**src/rtl/txr_pkg.sv**
```systemverilog
// Package: shared types and lookup functions for the serial text sequencer.
// Assumes a 2-bit message selector and a 7-bit result.
package txr_pkg;

    localparam int BYTE_W = 8;
    localparam int RES_W  = 7;
    localparam int SEL_W  = 2;
    localparam int ROM_AW = 4;

    // Top-level sequencing state
    typedef enum logic [1:0] {S_IDLE, S_LOAD, S_WAIT, S_DONE} seq_st_t;

    // Which part of the output is being produced
    typedef enum logic [2:0] {P_ECHO, P_MSG, P_NUM, P_LF, P_CR} seq_ph_t;

    // Scan code to ASCII for the supported keys; anything else maps to '?'
    function automatic logic [BYTE_W-1:0] scan_to_ascii(input logic [BYTE_W-1:0] sc);
        case (sc)
            8'h1C:   return 8'h41;
            8'h32:   return 8'h42;
            8'h21:   return 8'h43;
            8'h23:   return 8'h44;
            8'h29:   return 8'h20;
            8'h45:   return 8'h30;
            8'h16:   return 8'h31;
            8'h1E:   return 8'h32;
            8'h26:   return 8'h33;
            8'h5A:   return 8'h0D;
            default: return 8'h3F;
        endcase
    endfunction

    // Start address of each message in the ROM
    function automatic logic [ROM_AW-1:0] msg_base(input logic [SEL_W-1:0] sel);
        case (sel)
            2'd0:    return 4'd0;
            2'd1:    return 4'd2;
            2'd2:    return 4'd5;
            default: return 4'd6;
        endcase
    endfunction

    // Byte count of each message (never zero)
    function automatic logic [ROM_AW-1:0] msg_len(input logic [SEL_W-1:0] sel);
        case (sel)
            2'd0:    return 4'd2;
            2'd1:    return 4'd3;
            2'd2:    return 4'd1;
            default: return 4'd4;
        endcase
    endfunction

endpackage

```
**src/rtl/txr_msg_rom.sv**
```systemverilog
// Message ROM: returns the text byte stored at an address.
// Content is computed (letter sequence from 'A') rather than listed.
module txr_msg_rom
    import txr_pkg::*;
(
    input  logic [ROM_AW-1:0] addr,
    output logic [BYTE_W-1:0] data
);
    // Purpose: compute the byte at the requested address
    always_comb data = 8'h41 + {{(BYTE_W-ROM_AW){1'b0}}, addr};
endmodule

```
**src/rtl/txr_bin2dec.sv**
```systemverilog
// Binary to two-digit ASCII converter.
// Assumes the input is unsigned; values above 99 saturate to 99.
module txr_bin2dec
    import txr_pkg::*;
(
    input  logic [RES_W-1:0]    value,
    output logic [2*BYTE_W-1:0] digits
);
    logic [RES_W-1:0] clamped;
    logic [3:0]       tens;
    logic [3:0]       units;

    // Purpose: clamp, then split into tens and units and add the ASCII offset
    always_comb begin
        clamped = (value > 7'd99) ? 7'd99 : value;
        tens    = 4'(clamped / 7'd10);
        units   = 4'(clamped - 7'(tens) * 7'd10);
        digits  = {4'h3, tens, 4'h3, units};
    end
endmodule

```
**src/rtl/txr_uart_tx.sv**
```systemverilog
// 8N1 serial transmitter, least significant bit first.
// Assumes load is asserted only while busy is low.
module txr_uart_tx #(
    parameter int BIT_CYCLES = 10416
) (
    input  logic       clk,
    input  logic       rst_n,
    input  logic       load,
    input  logic [7:0] data,
    output logic       txd,
    output logic       busy
);
    localparam int CNT_W   = $clog2(BIT_CYCLES + 1);
    localparam int FRAME_N = 10;

    logic [FRAME_N-1:0] shreg;
    logic [CNT_W-1:0]   baud_cnt;
    logic [3:0]         bit_idx;

    // Purpose: load a frame, time each bit and shift the frame out
    always_ff @(posedge clk) begin
        if (!rst_n) begin
            shreg    <= '1;
            baud_cnt <= '0;
            bit_idx  <= '0;
            busy     <= 1'b0;
        end else if (!busy) begin
            if (load) begin
                shreg    <= {1'b1, data, 1'b0};
                baud_cnt <= '0;
                bit_idx  <= '0;
                busy     <= 1'b1;
            end
        end else if (baud_cnt == CNT_W'(BIT_CYCLES - 1)) begin
            baud_cnt <= '0;
            shreg    <= {1'b1, shreg[FRAME_N-1:1]};
            bit_idx  <= bit_idx + 4'd1;
            if (bit_idx == 4'(FRAME_N - 1))
                busy <= 1'b0;
        end else begin
            baud_cnt <= baud_cnt + 1'b1;
        end
    end

    // Purpose: line is high when idle, otherwise the current frame bit
    always_comb txd = busy ? shreg[0] : 1'b1;
endmodule

```
**src/rtl/serial_text_sequencer.sv**
```systemverilog
// Serial text response sequencer.
// Echoes keys while idle and prints instruction responses (message, optional
// two-digit result, LF, CR) followed by a one-cycle completion pulse.
// Assumes key_valid and exec_start are single-cycle strobes.
module serial_text_sequencer
    import txr_pkg::*;
#(
    parameter int BIT_CYCLES = 10416
) (
    input  logic             clk,
    input  logic             rst_n,
    input  logic             key_valid,
    input  logic [7:0]       key_code,
    input  logic             exec_start,
    input  logic [1:0]       msg_sel,
    input  logic             show_num,
    input  logic [6:0]       result,
    output logic             txd,
    output logic             resp_done
);
    seq_st_t            st;
    seq_ph_t            ph;
    logic [ROM_AW-1:0]  cnt;
    logic [BYTE_W-1:0]  key_q;
    logic [SEL_W-1:0]   sel_q;
    logic               show_q;
    logic [2*BYTE_W-1:0] num_q;
    logic [2*BYTE_W-1:0] num_ascii;
    logic [ROM_AW-1:0]  rom_addr;
    logic [BYTE_W-1:0]  rom_data;
    logic [BYTE_W-1:0]  tx_byte;
    logic               tx_load;
    logic               tx_busy;

    txr_bin2dec u_b2d (.value(result), .digits(num_ascii));
    txr_msg_rom u_rom (.addr(rom_addr), .data(rom_data));
    txr_uart_tx #(.BIT_CYCLES(BIT_CYCLES)) u_tx (
        .clk(clk), .rst_n(rst_n), .load(tx_load), .data(tx_byte),
        .txd(txd), .busy(tx_busy)
    );

    // Purpose: pick the byte for the current phase
    always_comb begin
        rom_addr = msg_base(sel_q) + cnt;
        case (ph)
            P_ECHO:  tx_byte = scan_to_ascii(key_q);
            P_MSG:   tx_byte = rom_data;
            P_NUM:   tx_byte = num_q[2*BYTE_W-1:BYTE_W];
            P_LF:    tx_byte = 8'h0A;
            default: tx_byte = 8'h0D;
        endcase
        tx_load = (st == S_LOAD);
    end

    // Purpose: sequence the phases and wait for each frame to finish
    always_ff @(posedge clk) begin
        if (!rst_n) begin
            st        <= S_IDLE;
            ph        <= P_ECHO;
            cnt       <= '0;
            key_q     <= '0;
            sel_q     <= '0;
            show_q    <= 1'b0;
            num_q     <= '0;
            resp_done <= 1'b0;
        end else begin
            resp_done <= 1'b0;
            case (st)
                S_IDLE: begin
                    if (exec_start) begin
                        sel_q  <= msg_sel;
                        show_q <= show_num;
                        num_q  <= num_ascii;
                        cnt    <= '0;
                        ph     <= P_MSG;
                        st     <= S_LOAD;
                    end else if (key_valid) begin
                        key_q <= key_code;
                        ph    <= P_ECHO;
                        st    <= S_LOAD;
                    end
                end
                S_LOAD: st <= S_WAIT;
                S_WAIT: begin
                    if (!tx_busy) begin
                        st <= S_LOAD;
                        case (ph)
                            P_ECHO: st <= S_IDLE;
                            P_MSG: begin
                                if (cnt == msg_len(sel_q) - 4'd1) begin
                                    cnt <= '0;
                                    ph  <= show_q ? P_NUM : P_LF;
                                end else begin
                                    cnt <= cnt + 4'd1;
                                end
                            end
                            P_NUM: begin
                                num_q <= {num_q[BYTE_W-1:0], {BYTE_W{1'b0}}};
                                if (cnt == 4'd1) ph <= P_LF;
                                else cnt <= cnt + 4'd1;
                            end
                            P_LF:    ph <= P_CR;
                            default: st <= S_DONE;
                        endcase
                    end
                end
                default: begin
                    resp_done <= 1'b1;
                    st        <= S_IDLE;
                end
            endcase
        end
    end
endmodule

```
**config.mk**
```make
export PLATFORM = sky130hd
export DESIGN_NAME = serial_text_sequencer
export DESIGN_NICKNAME = d
export VERILOG_FILES = /design/src/rtl/txr_pkg.sv /design/src/rtl/txr_msg_rom.sv /design/src/rtl/txr_bin2dec.sv /design/src/rtl/txr_uart_tx.sv /design/src/rtl/serial_text_sequencer.sv
export SDC_FILE = /design/constraint.sdc
export NUM_CORES = 1
export LEC_CHECK = 0
export ABC_AREA = 1
export BUFFER_PORTS_ARGS = -buffer_cell sky130_fd_sc_hd__buf_2
export CAP_MARGIN = 20
export CORE_AREA = 2 2 97 99
export DETAILED_ROUTE_END_ITERATION = 7
export DIE_AREA = 0 0 99 101
export GPL_TIMING_DRIVEN = 0
export SYNTH_ARGS = -nofsm -noshare
export SYNTH_HDL_FRONTEND = slang
export SYNTH_SLANG_ARGS = --single-unit
```
**constraint.sdc**
```tcl
create_clock -name clk -period 4.36 [get_ports clk]
set_input_delay 0.872 -clock clk [delete_from_list [all_inputs] [get_ports clk]]
set_output_delay 0.872 -clock clk [all_outputs]
set_load 0.05 [all_outputs]
```
==> metrics.cfg <==
[status]
status = finished clean

[finish]
nets = 622
final_common_cell = nand2_1
fillCellCount = 924
design_area_um2 = 4289
fin_cells = 699
syn_to_final_growth_pct = 19.78
regArea_um2 = 1181
layout-drive-gt1-share_pct = 17.35
layout_common_cells = 103 x nand2_1, 75 x inv_1, 59 x a21oi_1, 59 x dfxtp_1, 47 x nor2_1
multi_input_area_um2 = 2155
num_antenna_cells = 0

[route]
route.detailed.drc = 0
detail-route-antenna-nets = 0
wirelength_um = 8912
first_iter_violations = 209
routedWlPerCell_um = 12.75
firstDrtPassIters = 5
avgViaCountPerCell = 5.093
vias = 3560

[placed_design]
dp_hpwl_um = 6455
place.gp.congestion = 0.8402
port_buffers = 23
dp_cells = 667
dpl_cell_area_um2 = 3835

[grt]
track_usage_pct = 18.03
grt_max_degree = 12
grt_pass1_wl_um = 14750
antenna_found_initial = 0
grt.overflow.total = 0
grt_pass1_vias = 3255

[floorplanning]
die_h_um = 101
die_w_um = 99
start_util_pct = 39.89
core_region_area_um2 = 8977
num_rows = 35
io_pins = 24
dieArea_um2 = 9999

[synth]
synth_fp_nets = 572
synth_area_um2 = 3581
yosys_register_bits = 59
syn_avg_cell_area_um2 = 6.718
ys_seq_area_share_pct = 32.98
synthCells = 533
yosys_warnings = 0
ys_types = 39

[worst_hold_path]
whs_path_depth = 2
min_from = num_q[5]
min_path_type = register to register

[clock_network]
cts_buffers = 9
cts-root-buf = clkbuf_8
cts_num_sinks = 59
clk_path_buf_depth = 2
hold_buffers = 0
cts_tree = built
clk_pin_slew_ns = 0.07
htreeDepth = 3
clk_latency_ns = 0.35

[job]
drv_cap = 0

[setup_path]
crit_type = primary input to register
slowest_delay_ns = 0.37
reg2regPathDepth = 13
cp_data_arrival_time_ns = 4.43
path_max_fanout = 6
startpoint_type = primary input
end_kind = register
cpMostUsedCell = nand2_2
worstSetupStartpoint = result[5]
cp.required_ns = 4.63
crit_slowest_cell = fa_2
worstReg2RegStart = sel_q[0]

[sta]
fin_skew_ns = 0.009347
finalHoldViolations = 0
min_period_ns = 4.157
holdWs_ns = 0.4595
drv_slew = 0
period_share_pct = 95.35
setup_viol = 0
tightest_slew_ns = 0.6935
slew_headroom_pct = 53.41
fmax_mhz = 240.5

[power]
power.density_nw_per_um2 = 389.6
peakVddDrop_uv = 204.9
leakagePower_nw = 1.820

-- power breakdown --
group / internal [mW] / switching (mW)
clock network: 0.279 / 0.233
logic: 0.192 / 0.324
registers: 0.598 / 0.0443
total: 1.07 / 0.602
-- what timing repair did --
action                     4_1_cts  5_1_grt
setup endpoints to repair        2        2
pin swaps                        3       18
buffers inserted                 2       14
hold endpoints to repair         0        0
gates resized for setup          3       26
-- cells by family after synthesis --
group	after synthesis	synth area share (%)
compound gates	133	21.10
fa+ha+maj	17	6.359
buf+inv	97	10.20
simple gates	224	28.62
flops	59	32.98
xor+xnor	3	0.7339
-- area by class of cell --
type                            count  share of cell area [%]
Buffer                             12                   1.079
Clock buffer                       10                   3.209
Clock inverter                      6                   1.488
Inverter                           85                   7.497
Multi-Input combinational cell    377                   50.23
Sequential cell                    59                   27.54
Tap cell                          111                   3.238
Timing Repair Buffer               39                   5.718
-- synth_stat cells (all sizes together) --
cell / n / area share [%]
clkbuf: 10 / 1.0
nor3b: 1 / 0.21
a211o: 1 / 0.24
nand3b: 1 / 0.21
a211oi: 5 / 1.0
nor2: 48 / 5.0
nor3: 10 / 1.4
o31ai: 3 / 0.63
o221ai: 3 / 0.73
a21oi: 61 / 8.6
buf: 2 / 0.24
xnor2: 1 / 0.24
nand3: 27 / 4.5
a311oi: 3 / 0.73
nor4: 3 / 0.52
ha: 15 / 5.2
fa: 2 / 1.1
and2: 1 / 0.17
inv: 85 / 8.9
a31oi: 2 / 0.35
a221oi: 4 / 0.98
or2: 7 / 1.2
o22ai: 1 / 0.17
o211ai: 7 / 1.5
nand4: 10 / 1.7
dfxtp: 59 / 33
nand2: 116 / 14
o21ai: 43 / 6.1
xor2: 2 / 0.49
-- path summary, 6_finish.rpt --
kind	slack, ns	end
worst max-delay path	0.20	num_q[3]
worst min-delay path	0.46	num_q[5]
worst max register to register	1.84	u_tx.shreg[4]
worst min register to register	0.46	num_q[5]
-- state kept, by name, indices dropped and copies added (netlist names), 2 cells and up --
name           cells
ph                 3
st                 2
sel_q              2
u_tx.shreg         9
u_tx.bit_idx       4
cnt                4
u_tx.baud_cnt     14
num_q             10
key_q              8
-- through the flow --
step / setup WS [ns] / setup TNS [ns] / power [mW] / util, %
6_report: 0.2028 / 0 / 1.671 / 47.78
5_1_grt: -0.04713 / -0.04713 / 1.779 / 47.78
4_1_cts: 0.01500 / 0 / 1.625 / 45.20
3_5_place_dp: -0.4816 / -0.9368 / 1.110 / 42.72
3_3_place_gp: -0.3614 / -0.6479 / 1.102 / 42.72
2_1_floorplan: 0.03126 / 0 / 0.9918 / -
-- layer usage --
layer	share of wire, %	track usage [%]
met1	51	24.59
met2	45	28.64
met3	3.1	3.814
met4	1.0	5.585
met5	0	0
-- worst max-delay path, delay by kind of cell --
kind	cells	cell delay, ns
compound gates	2	0.28
xor+xnor	1	0.18
fa+ha+maj	5	1.10
buf+inv	6	0.44
simple gates	20	1.53
(Power assumes the default switching activity.)
